--- src/rtl/bkp_pkg.sv ---
package bkp_pkg;
  localparam int unsigned NUM_WORDS_DEF = 10;
  localparam int unsigned DATA_W_DEF    = 16;
  localparam int unsigned ADDR_W_DEF    = 6;
  localparam int unsigned FLAG_OFFSET   = 0;

  // byte offset of data word n (n starts at 1)
  function automatic int unsigned word_offset(input int unsigned n);
    return n * 4;
  endfunction
endpackage

--- src/rtl/bkp_addr_dec.sv ---
module bkp_addr_dec #(
  parameter int unsigned NUM_WORDS = bkp_pkg::NUM_WORDS_DEF,
  parameter int unsigned ADDR_W    = bkp_pkg::ADDR_W_DEF
) (
  input  logic                 sel_i,
  input  logic                 we_i,
  input  logic [ADDR_W-1:0]    addr_i,
  output logic [NUM_WORDS-1:0] word_hit_o,
  output logic [NUM_WORDS-1:0] word_we_o,
  output logic                 flag_hit_o,
  output logic                 flag_we_o
);
  logic bus_wr;
  assign bus_wr     = sel_i & we_i;
  assign flag_hit_o = (addr_i == ADDR_W'(bkp_pkg::FLAG_OFFSET));
  assign flag_we_o  = bus_wr & flag_hit_o;

  for (genvar i = 0; i < NUM_WORDS; i++) begin : g_word_dec
    assign word_hit_o[i] = (addr_i == ADDR_W'(bkp_pkg::word_offset(i + 1)));
    assign word_we_o[i]  = bus_wr & word_hit_o[i];
  end
endmodule

--- src/rtl/bkp_word.sv ---
module bkp_word #(
  parameter int unsigned DATA_W = bkp_pkg::DATA_W_DEF
) (
  input  logic              clk_i,
  input  logic              rst_ni,
  input  logic              wipe_i,
  input  logic              we_i,
  input  logic [DATA_W-1:0] d_i,
  output logic [DATA_W-1:0] q_o
);
  always_ff @(posedge clk_i or negedge rst_ni) begin
    if (!rst_ni)     q_o <= '0;
    else if (wipe_i) q_o <= '0;   // erase outranks bus write
    else if (we_i)   q_o <= d_i;
  end

  a_r4_wipe_clears: assert property (@(posedge clk_i) disable iff (!rst_ni)
    wipe_i |=> (q_o == '0));
  a_r6_wipe_over_write: assert property (@(posedge clk_i) disable iff (!rst_ni)
    (wipe_i && we_i) |=> (q_o == '0));
  a_r9_write_loads: assert property (@(posedge clk_i) disable iff (!rst_ni)
    (we_i && !wipe_i) |=> (q_o == $past(d_i)));
  a_r3_idle_holds: assert property (@(posedge clk_i) disable iff (!rst_ni)
    (!we_i && !wipe_i) |=> $stable(q_o));
endmodule

--- src/rtl/bkp_tamper_ctl.sv ---
module bkp_tamper_ctl (
  input  logic clk_i,
  input  logic rst_ni,
  input  logic tamper_evt_i,
  input  logic tamper_en_i,
  input  logic clr_i,
  output logic wipe_o,
  output logic flag_o
);
  assign wipe_o = tamper_evt_i & tamper_en_i;

  always_ff @(posedge clk_i or negedge rst_ni) begin
    if (!rst_ni)     flag_o <= 1'b0;
    else if (wipe_o) flag_o <= 1'b1;   // set wins over clear
    else if (clr_i)  flag_o <= 1'b0;
  end

  a_r8_flag_sets: assert property (@(posedge clk_i) disable iff (!rst_ni)
    (tamper_evt_i && tamper_en_i) |=> flag_o);
  a_r8_flag_clears: assert property (@(posedge clk_i) disable iff (!rst_ni)
    (clr_i && !(tamper_evt_i && tamper_en_i)) |=> !flag_o);
  a_r5_disabled_holds: assert property (@(posedge clk_i) disable iff (!rst_ni)
    (!tamper_en_i && !clr_i) |=> $stable(flag_o));
endmodule

--- src/rtl/bkp_reg_bank.sv ---
module bkp_reg_bank #(
  parameter int unsigned NUM_WORDS = bkp_pkg::NUM_WORDS_DEF,
  parameter int unsigned DATA_W    = bkp_pkg::DATA_W_DEF,
  parameter int unsigned ADDR_W    = bkp_pkg::ADDR_W_DEF
) (
  input  logic              clk_i,
  input  logic              rst_ni,
  input  logic              sys_rst_ni,
  input  logic              sel_i,
  input  logic              we_i,
  input  logic [ADDR_W-1:0] addr_i,
  input  logic [DATA_W-1:0] wdata_i,
  output logic [DATA_W-1:0] rdata_o,
  input  logic              tamper_evt_i,
  input  logic              tamper_en_i
);
  logic [NUM_WORDS-1:0]             word_hit, word_we;
  logic                             flag_hit, flag_we, flag_q, wipe;
  logic [NUM_WORDS-1:0][DATA_W-1:0] word_q;
  logic [DATA_W-1:0]                rd_mux;

  bkp_addr_dec #(.NUM_WORDS(NUM_WORDS), .ADDR_W(ADDR_W)) u_dec (
    .sel_i      (sel_i),
    .we_i       (we_i),
    .addr_i     (addr_i),
    .word_hit_o (word_hit),
    .word_we_o  (word_we),
    .flag_hit_o (flag_hit),
    .flag_we_o  (flag_we)
  );

  bkp_tamper_ctl u_tamper (
    .clk_i        (clk_i),
    .rst_ni       (rst_ni),
    .tamper_evt_i (tamper_evt_i),
    .tamper_en_i  (tamper_en_i),
    .clr_i        (flag_we & wdata_i[0]),
    .wipe_o       (wipe),
    .flag_o       (flag_q)
  );

  for (genvar i = 0; i < NUM_WORDS; i++) begin : g_word
    bkp_word #(.DATA_W(DATA_W)) u_word (
      .clk_i  (clk_i),
      .rst_ni (rst_ni),
      .wipe_i (wipe),
      .we_i   (word_we[i]),
      .d_i    (wdata_i),
      .q_o    (word_q[i])
    );
  end

  always_comb begin
    rd_mux = '0;
    for (int i = 0; i < int'(NUM_WORDS); i++)
      if (word_hit[i]) rd_mux = word_q[i];
    if (flag_hit) rd_mux = DATA_W'(flag_q);
  end
  assign rdata_o = rd_mux;

  // system reset is not a clear source: state only moves on bus write or erase
  a_r3_sys_rst_ignored: assert property (@(posedge clk_i) disable iff (!rst_ni)
    (!sys_rst_ni && !(sel_i && we_i) && !(tamper_evt_i && tamper_en_i))
      |=> ($stable(word_q) && $stable(flag_q)));
  a_r7_misaligned_zero: assert property (@(posedge clk_i) disable iff (!rst_ni)
    (addr_i[1:0] != 2'b00) |-> (rdata_o == '0));
  a_r7_single_target: assert property (@(posedge clk_i) disable iff (!rst_ni)
    $onehot0({word_we, flag_we}));
  a_r2_reset_clear: assert property (@(posedge clk_i)
    !rst_ni |-> (word_q == '0 && !flag_q));
endmodule

--- config.mk ---
export PLATFORM = sky130hd
export DESIGN_NAME = bkp_reg_bank
export DESIGN_NICKNAME = d
export VERILOG_FILES = /design/src/rtl/bkp_pkg.sv /design/src/rtl/bkp_addr_dec.sv /design/src/rtl/bkp_word.sv /design/src/rtl/bkp_tamper_ctl.sv /design/src/rtl/bkp_reg_bank.sv
export SDC_FILE = /design/constraint.sdc
export NUM_CORES = 1
export LEC_CHECK = 0
export BUFFER_PORTS_ARGS = -buffer_cell sky130_fd_sc_hd__buf_2
export CAP_MARGIN = 20
export CORE_MARGIN = 1.5
export CORE_UTILIZATION = 55
export CTS_CLUSTER_DIAMETER = 40
export DETAILED_ROUTE_END_ITERATION = 16
export PLACE_DENSITY_LB_ADDON = 0.12
export SYNTH_ARGS = -nofsm -noshare
export SYNTH_HDL_FRONTEND = slang
export SYNTH_SLANG_ARGS = --single-unit
--- constraint.sdc ---
create_clock -name clk_i -period 1.9 [get_ports clk_i]
set_input_delay 0.285 -clock clk_i [delete_from_list [all_inputs] [get_ports clk_i]]
set_output_delay 0.285 -clock clk_i [all_outputs]
set_load 0.005 [all_outputs]
==> results.txt, run 1 <==
Die area: 0.0157 sq mm
Fraction of registers with async set/reset: 100%
Synthesis-to-finish area growth: 27.6%
Number of CTS-inserted buffers: 17
Initial detailed-routing violation count: 990
Synth Instances: 977
Vias in the first global route: 7413
Final instance area: 0.0105 sq mm
#FFs+latches synth: 161
Data required, critical path: 1.62 ns
Pwr/cell area: 712 mW/mm^2
Area leader, netlist: dfrtp_1
Core Rows: 44
Crit path capture type: output pin
Clk_lat worst skew: 0.42 ns
Max-slew headroom: 71.4%
Synth area leaders: dfrtp_1 (49%), nand2_1 (15%), a21oi_1 (12%)
Cell with the most instances after synthesis: nand2_1
Clock Tree Buf Depth: 2
Core Area: 0.0145 sq mm
Ys flop type: dfrtp_1
IO Pins: 45
Die height: 125 um
Layout filler cell count: 1113
GRT overflow: 0
IO buf count: 43
Syn Area/Cell: 8.40 sq um
First-pass GRT wire length: 41800 um
TNS Setup: -2.79 ns
Die X: 125 um
Synth top area share: 49.1%
Vias: 7742
Drt first pass iters: 5
Top fanout value on the critical path: 2
Slew Limit Fails: 0
Leak: 4.51 nW
Worst slack, placed: -0.294 ns
Sequential element share of the synthesized area: 49.1%
RSZ-0062 raised after global routing: yes
CTS tree: done
Clock Pin Slew Worst Setup and Hold Paths: 0.06 ns
Worst Tran Pin Value: 0.429 ns
Nets: 1100
Syn_nets: 1006
Failing checks: setup timing
Drt drc: 0
Finished Layout Cells: 1265
Fin crit share: 114%
CP Class: reg2out
Data arrival time of the worst path: 1.88 ns
Post-DP Area: 0.00929 sq mm
Overall Power: 0.00746 W
Status: finished with violations
Post-synth EDFFs: 0
Fmax: 0.461 GHz
Antenna violation net count after detailed routing: 0
Initial antenna violation count: 0
Via density: 6.12
Worst vdd ir: 0.000593 V
Synth cell count leaders: nand2_1 (332), a21oi_1 (189), dfrtp_1 (161)
Max Cap Viol: 0
DP HPWL: 16900 um
Ant. Diodes: 0
Largest net degree at the start of global routing: 55
Number of clock sinks: 161
Starting Density: 56.5%
Final worst slack: -0.270 ns
Hold Path Class: in2reg
Final min period: 2.17 ns
RD Place Congestion: 0.857
Yosys warning total: 0
Avg WL per Cell: 21.3 um
Wirelength, routed: 27000 um
GRT Util Overall: 34.4%
Placed insts: 1221
Layout cells sized above 1: 26.2%
Hold Violations, Final: 0
Setup violators final: 16
# H-tree levels: 4
Clk_skew: 0 ns
Post-Syn Area: 0.00821 sq mm
CP startpoint kind: flop
Post-synth cell types: 43
Root Driver: clkbuf_16
-- placed cells by master (no fill, tap or decap), types with 6 or more instances in the layout --
master     instances
nor2_1            10
nand3_1            9
a211o_1            6
nand2_1          329
mux2i_1           20
a21oi_1          179
buf_6              9
nor3_4             7
o21ai_0           15
o21ai_1            6
nor2b_1           14
buf_4             88
clkbuf_16         19
o211ai_1           8
dfrtp_1          161
o22ai_1           10
buf_12            22
mux2_2            12
buf_2             36
a22oi_2           11
o221ai_1           8
a21oi_2            9
-- logic make-up (layout without fill, tap and decap cells) --
logic type,count (synthesis),count (layout),share of synthesized area (%)
compound gates,283,283,19.4
simple gates,406,406,21.6
buf+inv,89,193,4.75
mux,38,38,5.18
flops,161,161,49.1
-- final timing paths --
kind                                    startpoint                        to  slack, ns  cells after the start
setup / recovery           g_word[0].u_word.q_o[1]                rdata_o[1]      -0.27                      6
setup reg to reg           g_word[2].u_word.q_o[3]   g_word[2].u_word.q_o[3]       1.14                      3
min in group asynchronous                   rst_ni  g_word[2].u_word.q_o[15]       0.34                      2
hold / removal                          wdata_i[6]   g_word[2].u_word.q_o[6]       0.20                      3
max in group asynchronous                   rst_ni   g_word[5].u_word.q_o[7]       0.88                      3
hold reg to reg            g_word[8].u_word.q_o[2]   g_word[8].u_word.q_o[2]       0.51                      2
-- stage by stage --
stage	hold slack (ns)	util, %
6_report	0.201	72.1
5_1_grt	0.201	72.1
3_3_place_gp	0.235	63.9
4_1_cts	0.196	70.0
3_5_place_dp	0.235	63.9
2_1_floorplan	-0.0106	-
-- registers in the layout, summed over array words and instances (netlist names) --
signal             flops
g_word.u_word.q_o    160
u_tamper.flag_o        1
-- where the power goes --
group          leakage [nW]  internal (W)  total (W)  switching [W]
registers              2.24       0.00345    0.00346      0.0000134
logic                  2.00      0.000254   0.000718       0.000464
clock network         0.269       0.00190    0.00328        0.00138
-- routing by layer --
| metal | share of wire (%) | GRT usage, % | routed length [um] |
|---|---|---|---|
| met2 | 49 | 56.0 | 13200 |
| met3 | 6.6 | 5.86 | 1790 |
| met1 | 41 | 47.0 | 11100 |
| met4 | 3.5 | 11.6 | 950 |
| met5 | 0 | 0 | 0 |
-- timing repair --
item,in CTS,in global routing
pin swaps,24,41
resized for setup,67,53
buffers inserted,7,10
setup endpoints to repair,16,16
hold buffers,1,0
endpoints found under the hold margin,38,0
gates cloned,2,2
-- critical path, cell delays in order (launching register included) --
cell	delay [ns]
dfrtp_1	0.39
mux2_4	0.27
a22oi_2	0.26
o22ai_4	0.10
a211oi_2	0.24
a221oi_2	0.06
buf_2	0.14
-- area by class of cell --
type                    count  area, sq um  area share, %
clock buffers              22          474           4.53
clock inverters             7         77.6          0.741
flip-flops and latches    161         4030           38.5
well taps                 184          230           2.20
inverters                   2         7.51         0.0717
repair buffers            162         1500           14.3
multi-input cells         727         4150           39.7
Power figures use the tool's default switching activity.
==> inputs of run 2 (changes only) <==
==> constraint.sdc (replaced) <==
create_clock -name clk_i -period 1.9 [get_ports clk_i]
set_input_delay 0.475 -clock clk_i [delete_from_list [all_inputs] [get_ports clk_i]]
set_output_delay 0.475 -clock clk_i [all_outputs]
set_load 0.005 [all_outputs]
==> results.txt, run 2 (synthesized netlist as in run 1, its figures left out) <==
Core Rows: 44
Worst slack, placed: -0.680 ns
Initial detailed-routing violation count: 904
Root Driver: clkbuf_16
Crit path capture type: output pin
Area of the multi-input gates: 0.00428 sq mm
RSZ-0062 raised after global routing: yes
Failing checks: setup timing
IO Pins: 45
Largest stage delay, worst path: 0.62 ns
Cts hold-fix bufs: 0
Max reg flops: 160
Synthesis-to-finish area growth: 32.6%
Initial antenna violation count: 0
Final min period: 2.48 ns
Most frequent cells in the layout: nand2_1 (309), dfrtp_1 (161), a21oi_1 (156)
Die X: 125 um
CP Class: in2out
Worst vdd ir: 0.000699 V
Worst path slowest cell: or4b_4
Layout filler cell count: 1075
IO buf count: 43
Pwr/cell area: 709 mW/mm^2
Worst Tran Pin Value: 0.507 ns
Commonest non-fill, non-tap cell in the layout: nand2_1
Die height: 125 um
Avg WL per Cell: 22.3 um
Antenna violation net count after detailed routing: 0
Status: finished with violations
Core Area: 0.0145 sq mm
DP HPWL: 17700 um
Largest net degree at the start of global routing: 67
Hold Violations, Final: 0
Setup violators final: 41
Leak: 4.62 nW
Slew Limit Fails: 0
Layout cells sized above 1: 30.9%
Top fanout value on the critical path: 6
Worst-path cell chain: buf_8, or4b_4, buf_12, o22ai_4, o211ai_1, a21oi_1, buf_2
Wirelength, routed: 28600 um
Clk_skew: 0 ns
First-pass GRT wire length: 44100 um
Worst path top cell family by delay: simple AND/OR/NAND/NOR gates
Starting Density: 56.5%
WP buf/inv: 3
Max Cap Viol: 0
Placed insts: 1232
Hold Path Class: in2async
Vias: 8111
Via density: 6.33
Drt first pass iters: 5
Regs by FF count: g_word.u_word.q_o (160), u_tamper.flag_o (1)
Finished Core Util: 74.9%
Clk_lat worst skew: 0.43 ns
Clock Tree Buf Depth: 2
Biggest register: g_word.u_word.q_o
Fin crit share: 130%
Nets: 1114
# H-tree levels: 4
GRT overflow: 0
CTS tree: done
Number of clock sinks: 161
Drt drc: 0
RD Place Congestion: 0.915
Die area: 0.0157 sq mm
CP startpoint kind: input pin
Number of CTS-inserted buffers: 17
GRT Util Overall: 36.5%
Data required, critical path: 1.42 ns
Vias in the first global route: 7966
Fmax: 0.404 GHz
Max-slew headroom: 66.2%
Data arrival time of the worst path: 2.00 ns
Final worst slack: -0.577 ns
Ant. Diodes: 0
Clock Pin Slew Worst Setup and Hold Paths: 0.06 ns
Finished Layout Cells: 1282
Register area: 0.00403 sq mm
## run 2: cell count changes in the layout (fill, tap and decap cells not counted), moves of 4 or more
| cell | change |
|---|---|
| buf_6 | +8 |
| a21oi_2 | +23 |
| buf_4 | -6 |
| a22oi_2 | -7 |
| buf_12 | +9 |
| a21oi_1 | -23 |
| nand2_2 | +21 |
| o22ai_2 | +4 |
| nand2_1 | -20 |
| a22oi_1 | +7 |
## run 2: per-layer routing
| metal | routed length, um | GRT usage, % | share of wire (%) |
|---|---|---|---|
| met5 | 0 | 0 | 0 |
| met1 | 11200 | 48.6 | 39 |
| met3 | 2380 | 6.46 | 8.3 |
| met4 | 1300 | 18.6 | 4.5 |
| met2 | 13800 | 57.8 | 48 |
## run 2: final timing paths
| path | from | to | slack, ns | depth (start not counted) |
|---|---|---|---|---|
| setup reg to reg | g_word[4].u_word.q_o[0] | g_word[4].u_word.q_o[0] | 1.14 | 3 |
| hold reg to reg | u_tamper.flag_o | u_tamper.flag_o | 0.50 | 1 |
| hold / removal | rst_ni | g_word[1].u_word.q_o[2] | 0.009 | 2 |
| min in group clk_i | wdata_i[6] | g_word[2].u_word.q_o[6] | 0.40 | 3 |
| max in group asynchronous | rst_ni | g_word[0].u_word.q_o[8] | 1.42 | 2 |
| setup / recovery | addr_i[1] | rdata_o[4] | -0.58 | 7 |
## run 2: what timing repair did
item	4_1_cts	5_1_grt
setup buffers	4	10
resized for setup	66	83
pin swaps	26	42
setup endpoints to repair	30	54
gates cloned	5	2
## run 2: power breakdown
| part | internal [W] | switching [W] | total (W) |
|---|---|---|---|
| Sequential | 0.00345 | 0.0000136 | 0.00346 |
| Clock | 0.00202 | 0.00146 | 0.00349 |
| Combinational | 0.000277 | 0.000489 | 0.000766 |
## run 2: area by class of cell
| cell class | instances | share of cell area (%) |
|---|---|---|
| multi-input cells | 729 | 39.3 |
| flip-flops and latches | 161 | 37.0 |
| repair buffers | 174 | 16.1 |
| clock buffers | 22 | 4.26 |
| well taps | 184 | 2.11 |
| clock inverters | 10 | 1.13 |
| inverters | 2 | 0.0689 |
## run 2: through the flow
step	cell area (sq um)	hold slack, ns	total power [W]	setup TNS [ns]
CTS	10500	0.0345	0.00766	-8.11
global placement	9530	0.463	0.00417	-52.27
detailed placement	9530	0.472	0.00417	-56.83
floorplan	8330	0.179	0.00383	-4.24
finish	10900	0.00913	0.00772	-8.84
global route	10900	0.0445	0.00791	-9.46
==> inputs of run 3 (changes only) <==
--- a/config.mk
+++ b/config.mk
@@ -8,10 +8,10 @@
 export BUFFER_PORTS_ARGS = -buffer_cell sky130_fd_sc_hd__buf_2
 export CAP_MARGIN = 20
 export CORE_MARGIN = 1.5
-export CORE_UTILIZATION = 55
-export CTS_CLUSTER_DIAMETER = 40
+export CORE_UTILIZATION = 56
 export DETAILED_ROUTE_END_ITERATION = 16
 export PLACE_DENSITY_LB_ADDON = 0.12
 export SYNTH_ARGS = -nofsm -noshare
 export SYNTH_HDL_FRONTEND = slang
+export SYNTH_HIERARCHICAL = 1
 export SYNTH_SLANG_ARGS = --single-unit
==> results.txt, run 3 <==
Gr busiest metal: met2
TNS Setup: -17.83 ns
Wirelength, routed: 23900 um
M1 GR Usage: 41.1%
Drt drc: 0
Area leader, netlist: dfrtp_1
Layout filler cell count: 1077
Hold Violations, Final: 0
Largest family of logic cells by synthesized area: multiplexers
GRT Util Overall: 31.0%
Initial antenna violation count: 1
Post-Syn Area: 0.00853 sq mm
Drt first pass iters: 7
Starting Density: 58.0%
Post-Synth Adder-Cell Area: 0%
M2 GR Usage: 50.8%
Most frequent cells in the layout: nor2_1 (163), dfrtp_1 (161), mux2i_1 (160)
Root Driver: clkbuf_16
Number of CTS-inserted buffers: 17
Largest stage delay, worst path: 0.54 ns
Failing checks: setup timing
Leak: 4.53 nW
Clock Pin Slew Worst Setup and Hold Paths: 0.06 ns
Die area: 0.0160 sq mm
Area of the multi-input gates: 0.00415 sq mm
Clock Tree Buf Depth: 2
Cell with the most instances after synthesis: nor2_1
Status: finished with violations
GRT overflow: 0
Post-Synth Simple-Gate Area: 18.0%
Mux share of post-synthesis cell area: 18.8%
Clk_skew: 0 ns
Synth top area share: 47.2%
Yosys warning total: 6
Nets: 949
# H-tree levels: 4
Met3 Track Usage GR: 5.65%
Register area: 0.00403 sq mm
Worst vdd ir: 0.000674 V
Pwr/cell area: 703 mW/mm^2
RD Place Congestion: 0.830
Fmax: 0.326 GHz
Clk_lat worst skew: 0.42 ns
Fraction of registers with async set/reset: 100%
Syn Area/Cell: 10.3 sq um
Commonest non-fill, non-tap cell in the layout: nor2_1
Max reg flops: 160
Vias in the first global route: 7006
Layout cells sized above 1: 28.0%
Vias: 6866
Hold Path Class: in2async
Final min period: 3.07 ns
CP startpoint kind: input pin
#FFs+latches synth: 161
IO Pins: 45
CTS tree: done
Die height: 126 um
Synthesis-to-finish area growth: 23.4%
Via density: 6.15
Cts hold-fix bufs: 0
Max Cap Viol: 0
Core Area: 0.0147 sq mm
Synth cell count leaders: nor2_1 (178), dfrtp_1 (161), mux2i_1 (160)
Regs by FF count: g_word.u_word/q_o (160), u_tamper/flag_o (1)
Syn_nets: 854
Data arrival time of the worst path: 2.59 ns
Avg WL per Cell: 21.4 um
Synth Instances: 825
Crit path capture type: output pin
Number of clock sinks: 161
Sequential element share of the synthesized area: 47.2%
Synth area leaders: dfrtp_1 (47%), mux2i_1 (19%), nor2_1 (7.8%)
RSZ-0062 raised after global routing: yes
Ys flop type: dfrtp_1
Initial detailed-routing violation count: 581
Post-synth EDFFs: 0
Worst Tran Pin Value: 0.574 ns
Top fanout value on the critical path: 6
Final worst slack: -1.17 ns
DP HPWL: 15500 um
Worst-path cell chain: buf_6, buf_6, or4b_4, nor3_2, buf_4, nand3b_1, a221o_1, a311oi_1, buf_4, o221a_4, buf_6
Core Rows: 44
Worst path slowest cell: or4b_4
Overall Power: 0.00740 W
Post-synth cell types: 41
Biggest register: g_word.u_word/q_o
Setup violators final: 16
Post-DP Area: 0.00953 sq mm
Largest net degree at the start of global routing: 58
CP Class: in2out
IO buf count: 43
Data required, critical path: 1.42 ns
Slew Limit Fails: 0
Fin crit share: 161%
Antenna violation net count after detailed routing: 0
Compound-Gate Fraction of Synth Area: 7.84%
First-pass GRT wire length: 38000 um
Cell repeated most along the worst path: buf_6
Final instance area: 0.0105 sq mm
Max-slew headroom: 61.7%
Reg2reg path depth: 2
Post-synthesis xor/xnor area fraction: 0%
Die X: 126 um
-- run 3: cell count changes after synthesis, sizes merged, moves of 17 or more --
cell,change
nand2,-302
a21oi,-172
buf,+28
inv,+30
nor2,+160
mux2i,+140
clkbuf,-38
a221oi,+40
nor3b,+17
-- run 3: per-layer routing --
| metal | wire length [um] | part of all wire (%) |
|---|---|---|
| met1 | 10200 | 43 |
| met2 | 11700 | 49 |
| met3 | 1340 | 5.6 |
| met4 | 671 | 2.8 |
| met5 | 0 | 0 |
-- run 3: logic make-up (layout without fill, tap and decap cells) --
family / count (synthesis) / after routing
and+or+nand+nor: 311 / 311
muxes: 160 / 160
DFF: 161 / 161
AOI/OAI and AO/OA: 84 / 84
other: 0 / 1
buffers and inverters: 109 / 216
-- run 3: critical path, delay by kind of cell --
kind	cells	cell delay (ns)
AOI/OAI and AO/OA	3	0.71
buffers and inverters	5	0.64
and+or+nand+nor	3	0.76
-- run 3: final timing paths --
check	slack (ns)	to	start
setup / recovery	-1.17	rdata_o[14]	addr_i[0]
hold / removal	0.006	g_word[9].u_word/q_o[3]	rst_ni
setup reg to reg	1.15	g_word[4].u_word/q_o[4]	g_word[4].u_word/q_o[4]
hold reg to reg	0.52	g_word[2].u_word/q_o[12]	g_word[2].u_word/q_o[12]
max in group asynchronous	1.29	g_word[9].u_word/q_o[7]	rst_ni
min in group clk_i	0.46	g_word[9].u_word/q_o[3]	wdata_i[3]
-- run 3: timing repair --
item / in CTS / in global routing
pin swaps: 28 / 15
hold endpoints to repair: 0 / 0
setup endpoints to repair: 16 / 18
gates resized for setup: 38 / 21
buffers inserted: 8 / 7
-- run 3: final cells by class --
cell class                      instances  share of cell area, %
Clock buffer                           21                   4.56
Timing Repair Buffer                  153                   13.4
Clock inverter                         10                   1.03
Tap cell                              184                   2.19
Antenna cell                            1                 0.0238
Inverter                               32                   1.14
Multi-Input combinational cell        555                   39.4
Sequential cell                       161                   38.3
-- run 3: power breakdown --
| group | total, W | internal, W | switching (W) |
|---|---|---|---|
| logic | 0.000530 | 0.000197 | 0.000334 |
| clock network | 0.00340 | 0.00206 | 0.00135 |
| registers | 0.00347 | 0.00345 | 0.0000142 |
-- run 3: stage by stage --
stage | utilization, % | setup slack, ns | instances | hold WS [ns]
after floorplan | - | -0.751 | 825 | 0.179
after global placement | 64.8 | -1.35 | 1071 | 0.466
after detailed placement | 64.8 | -1.35 | 1071 | 0.474
after CTS | 70.6 | -1.19 | 1109 | 0.0345
after global routing | 71.6 | -1.24 | 1117 | 0.0378
final | 71.6 | -1.17 | 1117 | 0.00645
